[src/rtl/pmul_pkg.sv]
package pmul_pkg;

    localparam int unsigned PM_OPC_W  = 9;
    localparam int unsigned PM_LANES  = 4;
    localparam int unsigned PM_PIX_W  = 8;
    localparam int unsigned PM_COEF_W = 16;
    localparam int unsigned PM_SRC_W  = 64;

    typedef enum logic [PM_OPC_W-1:0] {
        OP_MUL_PACKED   = 9'h031,
        OP_MUL_BCAST_HI = 9'h033,
        OP_MUL_BCAST_LO = 9'h035,
        OP_MUL_BYTE_HI  = 9'h036,
        OP_MUL_BYTE_LO  = 9'h037,
        OP_MULW_BYTE_HI = 9'h038,
        OP_MULW_BYTE_LO = 9'h039
    } pmul_op_e;

    // Where each lane's 8-bit pixel is taken from
    typedef enum logic [1:0] {
        PIX_PACKED = 2'd0,
        PIX_HIGH   = 2'd1,
        PIX_LOW    = 2'd2
    } pix_src_e;

    // Where each lane's 16-bit coefficient is taken from
    typedef enum logic [1:0] {
        COEF_PER_LANE = 2'd0,
        COEF_BCAST_HI = 2'd1,
        COEF_BCAST_LO = 2'd2
    } coef_src_e;

    typedef struct packed {
        logic      legal;
        pix_src_e  pix;
        coef_src_e coef;
        logic      widen;
    } pmul_ctrl_t;

    function automatic pmul_ctrl_t pmul_decode(input logic [PM_OPC_W-1:0] op);
        pmul_ctrl_t c;
        c.legal = 1'b0;
        c.pix   = PIX_PACKED;
        c.coef  = COEF_PER_LANE;
        c.widen = 1'b0;
        case (op)
            OP_MUL_PACKED: begin
                c.legal = 1'b1;
            end
            OP_MUL_BCAST_HI: begin
                c.legal = 1'b1;
                c.coef  = COEF_BCAST_HI;
            end
            OP_MUL_BCAST_LO: begin
                c.legal = 1'b1;
                c.coef  = COEF_BCAST_LO;
            end
            OP_MUL_BYTE_HI: begin
                c.legal = 1'b1;
                c.pix   = PIX_HIGH;
            end
            OP_MUL_BYTE_LO: begin
                c.legal = 1'b1;
                c.pix   = PIX_LOW;
            end
            OP_MULW_BYTE_HI: begin
                c.legal = 1'b1;
                c.pix   = PIX_HIGH;
                c.widen = 1'b1;
            end
            OP_MULW_BYTE_LO: begin
                c.legal = 1'b1;
                c.pix   = PIX_LOW;
                c.widen = 1'b1;
            end
            default: begin
                c.legal = 1'b0;
            end
        endcase
        return c;
    endfunction

endpackage

[src/rtl/pmul_operand_sel.sv]
module pmul_operand_sel
    import pmul_pkg::*;
#(
    parameter int unsigned LANES  = PM_LANES,
    parameter int unsigned PIX_W  = PM_PIX_W,
    parameter int unsigned COEF_W = PM_COEF_W,
    parameter int unsigned SRC_W  = PM_SRC_W
) (
    input  pix_src_e                      pix_src,
    input  coef_src_e                     coef_src,
    input  logic [SRC_W-1:0]              src_a,
    input  logic [SRC_W-1:0]              src_b,
    output logic [LANES-1:0][PIX_W-1:0]   lane_pix,
    output logic [LANES-1:0][COEF_W-1:0]  lane_coef
);

    localparam int unsigned LANE_W = SRC_W / LANES;

    for (genvar i = 0; i < LANES; i++) begin : g_lane
        always_comb begin
            case (pix_src)
                PIX_HIGH: lane_pix[i] = src_a[i*LANE_W + PIX_W +: PIX_W];
                PIX_LOW:  lane_pix[i] = src_a[i*LANE_W +: PIX_W];
                default:  lane_pix[i] = src_a[i*PIX_W +: PIX_W];
            endcase
        end

        always_comb begin
            case (coef_src)
                COEF_BCAST_HI: lane_coef[i] = src_b[COEF_W +: COEF_W];
                COEF_BCAST_LO: lane_coef[i] = src_b[0 +: COEF_W];
                default:       lane_coef[i] = src_b[i*COEF_W +: COEF_W];
            endcase
        end
    end

endmodule

[src/rtl/pmul_lane.sv]
module pmul_lane
    import pmul_pkg::*;
#(
    parameter int unsigned PIX_W  = PM_PIX_W,
    parameter int unsigned COEF_W = PM_COEF_W
) (
    input  logic [PIX_W-1:0]  pix,
    input  logic [COEF_W-1:0] coef,
    output logic [COEF_W-1:0] rounded
);

    localparam int unsigned PROD_W = PIX_W + COEF_W + 1;

    logic signed [PROD_W-1:0] pix_ext;
    logic signed [PROD_W-1:0] coef_ext;
    logic signed [PROD_W-1:0] prod;
    logic [COEF_W-1:0]        kept;
    logic                     lane_unused;

    assign pix_ext  = {{(PROD_W-PIX_W){1'b0}}, pix};
    assign coef_ext = {{(PROD_W-COEF_W){coef[COEF_W-1]}}, coef};
    assign prod     = pix_ext * coef_ext;

    // Keep the middle field, round half up on the bit below it; wraps in-lane
    assign kept    = prod[PIX_W+COEF_W-1:PIX_W];
    assign rounded = kept + {{(COEF_W-1){1'b0}}, prod[PIX_W-1]};

    assign lane_unused = ^{prod[PROD_W-1], prod[PIX_W-2:0]};

endmodule

[src/rtl/pmul_pack.sv]
module pmul_pack
    import pmul_pkg::*;
#(
    parameter int unsigned LANES    = PM_LANES,
    parameter int unsigned COEF_W   = PM_COEF_W,
    parameter int unsigned SRC_W    = PM_SRC_W,
    parameter int unsigned WIDE_OFS = PM_PIX_W - 1
) (
    input  logic                          legal,
    input  logic                          widen,
    input  logic [LANES-1:0][COEF_W-1:0]  lane_res,
    output logic [SRC_W-1:0]              result
);

    localparam int unsigned HALF_W     = SRC_W / 2;
    localparam int unsigned WIDE_LANES = 2;

    always_comb begin
        result = '0;
        if (legal) begin
            if (widen) begin
                for (int j = 0; j < WIDE_LANES; j++) begin
                    result[j*HALF_W + WIDE_OFS +: COEF_W] = lane_res[j];
                end
            end else begin
                for (int i = 0; i < LANES; i++) begin
                    result[i*COEF_W +: COEF_W] = lane_res[i];
                end
            end
        end
    end

endmodule

[src/rtl/pmul8x16_unit.sv]
module pmul8x16_unit
    import pmul_pkg::*;
#(
    parameter int unsigned LANES  = PM_LANES,
    parameter int unsigned PIX_W  = PM_PIX_W,
    parameter int unsigned COEF_W = PM_COEF_W,
    parameter int unsigned SRC_W  = PM_SRC_W,
    parameter int unsigned OPC_W  = PM_OPC_W
) (
    input  logic             clk,
    input  logic             rst,
    input  logic             in_valid,
    input  logic [OPC_W-1:0] opcode,
    input  logic [SRC_W-1:0] src_a,
    input  logic [SRC_W-1:0] src_b,
    output logic             out_valid,
    output logic [SRC_W-1:0] out_result,
    output logic             out_err
);

    pmul_ctrl_t                  ctrl;
    logic [LANES-1:0][PIX_W-1:0]  lane_pix;
    logic [LANES-1:0][COEF_W-1:0] lane_coef;
    logic [LANES-1:0][COEF_W-1:0] lane_res;
    logic [SRC_W-1:0]             packed_res;

    assign ctrl = pmul_decode(opcode);

    pmul_operand_sel #(
        .LANES (LANES),
        .PIX_W (PIX_W),
        .COEF_W(COEF_W),
        .SRC_W (SRC_W)
    ) u_sel (
        .pix_src  (ctrl.pix),
        .coef_src (ctrl.coef),
        .src_a    (src_a),
        .src_b    (src_b),
        .lane_pix (lane_pix),
        .lane_coef(lane_coef)
    );

    for (genvar i = 0; i < LANES; i++) begin : g_mul
        pmul_lane #(
            .PIX_W (PIX_W),
            .COEF_W(COEF_W)
        ) u_lane (
            .pix    (lane_pix[i]),
            .coef   (lane_coef[i]),
            .rounded(lane_res[i])
        );
    end

    pmul_pack #(
        .LANES   (LANES),
        .COEF_W  (COEF_W),
        .SRC_W   (SRC_W),
        .WIDE_OFS(PIX_W - 1)
    ) u_pack (
        .legal   (ctrl.legal),
        .widen   (ctrl.widen),
        .lane_res(lane_res),
        .result  (packed_res)
    );

    always_ff @(posedge clk) begin
        if (rst) begin
            out_valid  <= 1'b0;
            out_err    <= 1'b0;
            out_result <= '0;
        end else begin
            out_valid <= in_valid;
            out_err   <= in_valid & ~ctrl.legal;
            if (in_valid) begin
                out_result <= packed_res;
            end
        end
    end

endmodule

[config.mk]
export PLATFORM = sky130hd
export DESIGN_NAME = pmul8x16_unit
export DESIGN_NICKNAME = d
export VERILOG_FILES = /design/src/rtl/pmul_pkg.sv /design/src/rtl/pmul_operand_sel.sv /design/src/rtl/pmul_lane.sv /design/src/rtl/pmul_pack.sv /design/src/rtl/pmul8x16_unit.sv
export SDC_FILE = /design/constraint.sdc
export NUM_CORES = 2
export LEC_CHECK = 0
export BUFFER_PORTS_ARGS = -buffer_cell sky130_fd_sc_hd__buf_2
export CAP_MARGIN = 10
export CORE_MARGIN = 8
export CORE_UTILIZATION = 38
export DETAILED_ROUTE_END_ITERATION = 8
export SYNTH_ARGS = -nofsm -noshare
export SYNTH_HDL_FRONTEND = slang
export SYNTH_HIERARCHICAL = 1
export SYNTH_SLANG_ARGS = --single-unit
[constraint.sdc]
create_clock -name clk -period 8.4 [get_ports clk]
set_clock_uncertainty 0.1 [all_clocks]
set_input_delay 0.84 -clock clk [delete_from_list [all_inputs] [get_ports clk]]
set_output_delay 0.84 -clock clk [all_outputs]
set_load 0.03 [all_outputs]
# [Word level (Yosys, flattened, before mapping)]
# Cells that the tools add are included.
[word_totals] elab_cells=46 in_bits=140 latchBits=0 mem_bits_rw=0 reg_bits=66 mem_count=0 out_inout_bits=66 mem_bits_ro=0
[classes] mux=18 div=0 multipliers=4 n_reduce_logical=4 bitwise_logic=2 n_eq_ne=11 n_lt_le_gt_ge=0 n_shift=0 addsub=4
[ops] operator="9-bit by 16-bit multiplier with 24-bit output" n=4
[ops] operator="16-bit two-way mux" n=5
[ops] operator="16-bit by 1-bit adder with 16-bit output" n=4
[ops] operator="64-bit two-way mux" n=1
[ops] operator="16-bit one-hot mux with 2 select lines" n=2
[ops] operator="9-bit by 6-bit == test with 1-bit output (second input constant)" n=7
[ops] operator="8-bit one-hot mux with 2 select lines" n=3
[ops] operator="9-bit two-way mux" n=1
[ops] operator="8-bit two-way mux" n=1
[ops] operator="2-bit one-hot mux with 2 select lines" n=2
[ops] operator="7-bit two-way mux" n=1
[ops] operator="7-bit OR reduction" n=1
[ops] operator="2-bit OR reduction" n=3
[ops] operator="2-bit by 1-bit == test with 1-bit output (second input constant)" n=2
[ops] operator="2-bit == test (second input constant)" n=2
[ops] operator="1-bit two-way mux" n=2
[ops] operator="1-bit AND" n=1
[ops] operator="1-bit NOT" n=1

# [Logic depth before layout (Yosys ltp)]
[logic_depth] depth_word=9 ltp_mapped=36

# [Modules after synthesis]
# Netlist, hierarchy kept.
[modules_own_cells] mod="pmul_lane at g_mul[1].u_lane" area_each_um2=5022.3 instances=1 cells_each=605
[modules_own_cells] mod="pmul_lane at g_mul[3].u_lane" area_each_um2=4862.2 instances=1 cells_each=585
[modules_own_cells] mod="pmul_lane at g_mul[0].u_lane" area_each_um2=4805.9 instances=1 cells_each=574
[modules_own_cells] mod="pmul_lane at g_mul[2].u_lane" area_each_um2=4783.3 instances=1 cells_each=571
[modules_own_cells] mod="pmul8x16_unit" area_each_um2=2412.3 instances=1 cells_each=225
[modules_own_cells] mod="pmul_operand_sel" area_each_um2=1696.6 instances=1 cells_each=224
[modules_own_cells] mod="pmul_pack" area_each_um2=835.8 instances=1 cells_each=107

# [Least setup slack after synthesis]
# OpenSTA, ideal clock, no wires.
[synth_path] path_type="input port to flip-flop" start="input opcode[1]" end="register out_result[54]" t_required_ps=8172 t_arrival_ps=8329 n_path_buf=3 cell_stages=33 path_slack_ps=-157 cell_sequence="or3b_1 > a21boi_1 > nor3_2 > inv_1 > ha_1 > buf_2 > buf_2 > nand2_1 > o21ai_1 > clkbuf_1 > nand2_1 > fa_1 > inv_1 > fa_1 > fa_1 > inv_1 > fa_1 > inv_1 > ha_1 > a211o_1 > a21oi_1 > o211ai_1 > a221oi_1 > xor2_1 > or4_4 > or3_4 > o41ai_1 > nor4_2 > xnor2_1 > mux2i_1 > nor2b_1 > mux2i_1 > nor2_1"
[synth_lines] element="from (decl)" line="pmul8x16_unit.sv:13" source="input logic [OPC_W-1:0] opcode,"
[synth_lines] element="to (signal assigned)" line="pmul8x16_unit.sv:75" source="out_result <= packed_res;"
[synth_lines] element="to (decl)" line="pmul8x16_unit.sv:17" source="output logic [SRC_W-1:0] out_result,"

==> results.sh <==
export IMPL_clock_sink_count=66
export IMPL_p_leak_nw=16.3
export IMPL_yosys_area_share_adder_pct=41.9
export IMPL_worstHoldStart="out_result[52]"
export IMPL_pwr_share_seq_pct=2.5
export IMPL_routed_wirelength_mm=74.6
export IMPL_r2r_start="out_result[31]"
export IMPL_synthToLayoutAreaGrowth_pct=28.2
export IMPL_crit_top_cell="fa_1"
export IMPL_reg2reg_depth=2
export IMPL_port_buffers=205
export IMPL_pin_count=206
export IMPL_synth_xor_xnor_area_share_pct=4.59
export IMPL_routabilityCongestion=0.887
export IMPL_synth_edf_count=0
export IMPL_ctsRootBufferMaster="clkbuf_16"
export IMPL_crit_end="out_result[53]"
export IMPL_num_vias=21400
export IMPL_regArea_sq_mm=0.00132
export IMPL_finalCritPeriodShare_pct=96.7
export IMPL_gr_total_overflow=0
export IMPL_hp_class="flop to flop"
export IMPL_clk_pin_slew_ns=0.06
export IMPL_syn_area_sq_mm=0.0244
export IMPL_fillerInstances=6247
export IMPL_p_sw_share_pct=49.2
export IMPL_wl_met1_mm=32.4
export IMPL_synthTopCellsByCount="inv_1, fa_1, nand2_1, and2_1, ha_1"
export IMPL_syn_num_nets=3612
export IMPL_setup_ws_ns=0.279
export IMPL_synth_top_cell_area_share_pct=32.5
export IMPL_routed_top_layer="met5"
export IMPL_p_int_mw=6.59
export IMPL_grt_use_total_pct=20.2
export IMPL_fp_row_count=93
export IMPL_wl_met2_mm=35.7
export IMPL_syn_inst=2891
export IMPL_regToRegSetupSlack_ns=7.61
export IMPL_cts_max_path_buffers=2
export IMPL_synth_top_family_by_area="adder cells"
export IMPL_place_hpwl_mm=64.0
export IMPL_start_util_pct=38.2
export IMPL_final_cells=4406
export IMPL_yosys_area_share_simple_pct=20.2
export IMPL_finalMaxSlewViolations=0
export IMPL_post_place_ws_ns=-0.434
export IMPL_dieArea_sq_mm=0.0726
export IMPL_antenna_found_initial=6
export IMPL_cp_max_fo=8
export IMPL_crit_path_top_delay_cell="fa_1"
export IMPL_final_cell_area_sq_mm=0.0313
export IMPL_core_sq_mm=0.0640
export IMPL_r2r_end="out_result[31]"
export IMPL_ys_ff_latch=66
export IMPL_drive_gt1_share_pct=27.2
export IMPL_p_sw_mw=6.37
export IMPL_met3_wirelength_mm=2.94
export IMPL_yosys_top_cells_area="fa_1, ha_1, inv_1"
export IMPL_startpoint_type="input pin"
export IMPL_synth_mux_area_share_pct=6.24
export IMPL_ant_nets=0
export IMPL_worst_pin_slew_ns=0.959
export IMPL_fp_dieW_microns=269
export IMPL_slew_headroom_pct=36.1
export IMPL_setup_viol=0
export IMPL_synth_seq_area_share_pct=5.41
export IMPL_multi_input_area_sq_mm=0.0209
export IMPL_outcome="finished clean"
export IMPL_yosysTopAreaCell="fa_1"
export IMPL_grt_max_degree=66
export IMPL_setup_worst_path_start="opcode[8]"
export IMPL_placed_area_sq_mm=0.0301
export IMPL_drtPass1Iterations=5
export IMPL_ys_warn_count=6
export IMPL_postLayoutCoreUtil_pct=48.9
export IMPL_ys_async_sr_fraction_pct=0
export IMPL_drc=0
export IMPL_hold_violations=0
export IMPL_grt_first_pass_wirelength_mm=119
export IMPL_synth_compound_area_share_pct=9.84
export IMPL_critPathKind="input pin to flop"
export IMPL_layout_min_cycle_time_ns=8.12
export IMPL_place_inst=4367
export IMPL_ys_flop_type="dfxtp_1"
export IMPL_p_per_area_mw_per_mm2=414
export IMPL_yosysMostFrequentCell="inv_1"
export IMPL_critPathRequiredTime_ns=8.60
export IMPL_cts_tree="built"
export IMPL_die_h_microns=269
export IMPL_hold_ws_ns=0.392
export IMPL_numCtsBuffers=9
export IMPL_htree_levels=3
export IMPL_grt_pass1_vias=22500
export IMPL_arrival_ns=8.32
export IMPL_tns_ns=0
export IMPL_clkPwrFrac_pct=3.3
export IMPL_slowest_delay_ns=0.57
export IMPL_clock_latency_ns=0.37
export IMPL_crit_path_end_kind="flop"
export IMPL_avgSynthCellArea_sq_um=8.45
export IMPL_finalPower_mw=13.0
export IMPL_wl_per_cell_microns=16.9
export IMPL_p_comb_share_pct=94.2
export IMPL_ir_worst_vdd_v=0.000284
export IMPL_cap_violations=0
export IMPL_max_freq_ghz=0.123
export IMPL_yosysUniqueCellTypes=108
export IMPL_nets=4266
export IMPL_drt_iter0_markers=1010
export IMPL_drt_vias_per_instance=4.85
## cell usage in the layout (no fill, tap or decap), drive strengths merged, types with 8 or more instances in the layout
cell type,count
or2,8
inv,602
a31oi,12
nand4,27
a22oi,26
and2,290
o211ai,12
nand3,25
xnor2,84
xor2,43
nor2,102
a221oi,19
a21o,24
fa,396
o21ai,65
clkbuf,11
o21a,10
buf,744
and3,10
mux2,42
nor3,24
a21oi,91
ha,185
nand2,345
a211oi,12
dfxtp,66
mux2i,99
nor2b,46
## layout make-up
cell class                 count  area share, %
multi-input combinational   2122           66.8
timing repair buffer         746           17.4
inverter                     600           7.19
sequential                    66           4.22
tap                          855           3.42
clock buffer                   9          0.719
clock inverter                 7          0.248
antenna                        1        0.00799
## power groups by stage
stage	combinational [mW]	clock [mW]	sequential [mW]
2_1_floorplan	6.49	0	0.338
3_3_place_gp	11.6	0	0.329
3_5_place_dp	11.7	0	0.329
4_1_cts	11.7	0.445	0.322
5_1_grt	13.5	0.452	0.322
6_report	12.2	0.428	0.321
## routing by layer
layer / track usage [%] / vias up
met1: 25.4 / 10400
met5: 0 / -
met3: 2.60 / 136
li1: - / 10400
met4: 9.05 / 10
met2: 34.5 / 454
## cells by family after synthesis
kind of cell	Yosys count
AO/OA/AOI/OAI	336
XOR/XNOR	127
adder cells (fa/ha/maj)	581
buffers and inverters	703
flip-flops	66
multiplexers	141
AND/OR/NAND/NOR	937
## worst min-delay path by stage
| stage | slack, ns | endpoint | cells past startpoint |
|---|---|---|---|
| 6_report | 0.39 | out_result[52] | 2 |
| 5_1_grt | 0.41 | out_result[13] | 2 |
| 4_1_cts | 0.40 | out_result[25] | 2 |
| 3_5_place_dp | 0.38 | out_result[38] | 2 |
| 3_3_place_gp | 0.37 | out_result[61] | 2 |
| 2_1_floorplan | 0.53 | out_result[48] | 2 |
## what timing repair did
action | in CTS | in global routing
buffers inserted | 0 | 18
pin swaps | 0 | 55
resized for setup | 2 | 145
cloned | 0 | 4
setup endpoints to repair | 3 | 30
hold buffers | 0 | 0
## critical path, delay by kind of cell
family                   cells  cell delay [ns]
AO/OA/AOI/OAI                4             0.95
XOR/XNOR                     1             0.17
adder cells (fa/ha/maj)      6             2.49
buffers and inverters        9             1.07
multiplexers                 3             0.52
AND/OR/NAND/NOR             11             2.27
## state kept, by name, summed over array words and instances, names as in the netlist
| name | count |
|---|---|
| out_err | 1 |
| out_result | 64 |
| out_valid | 1 |
No activity file was read; power rests on OpenSTA's default activity.
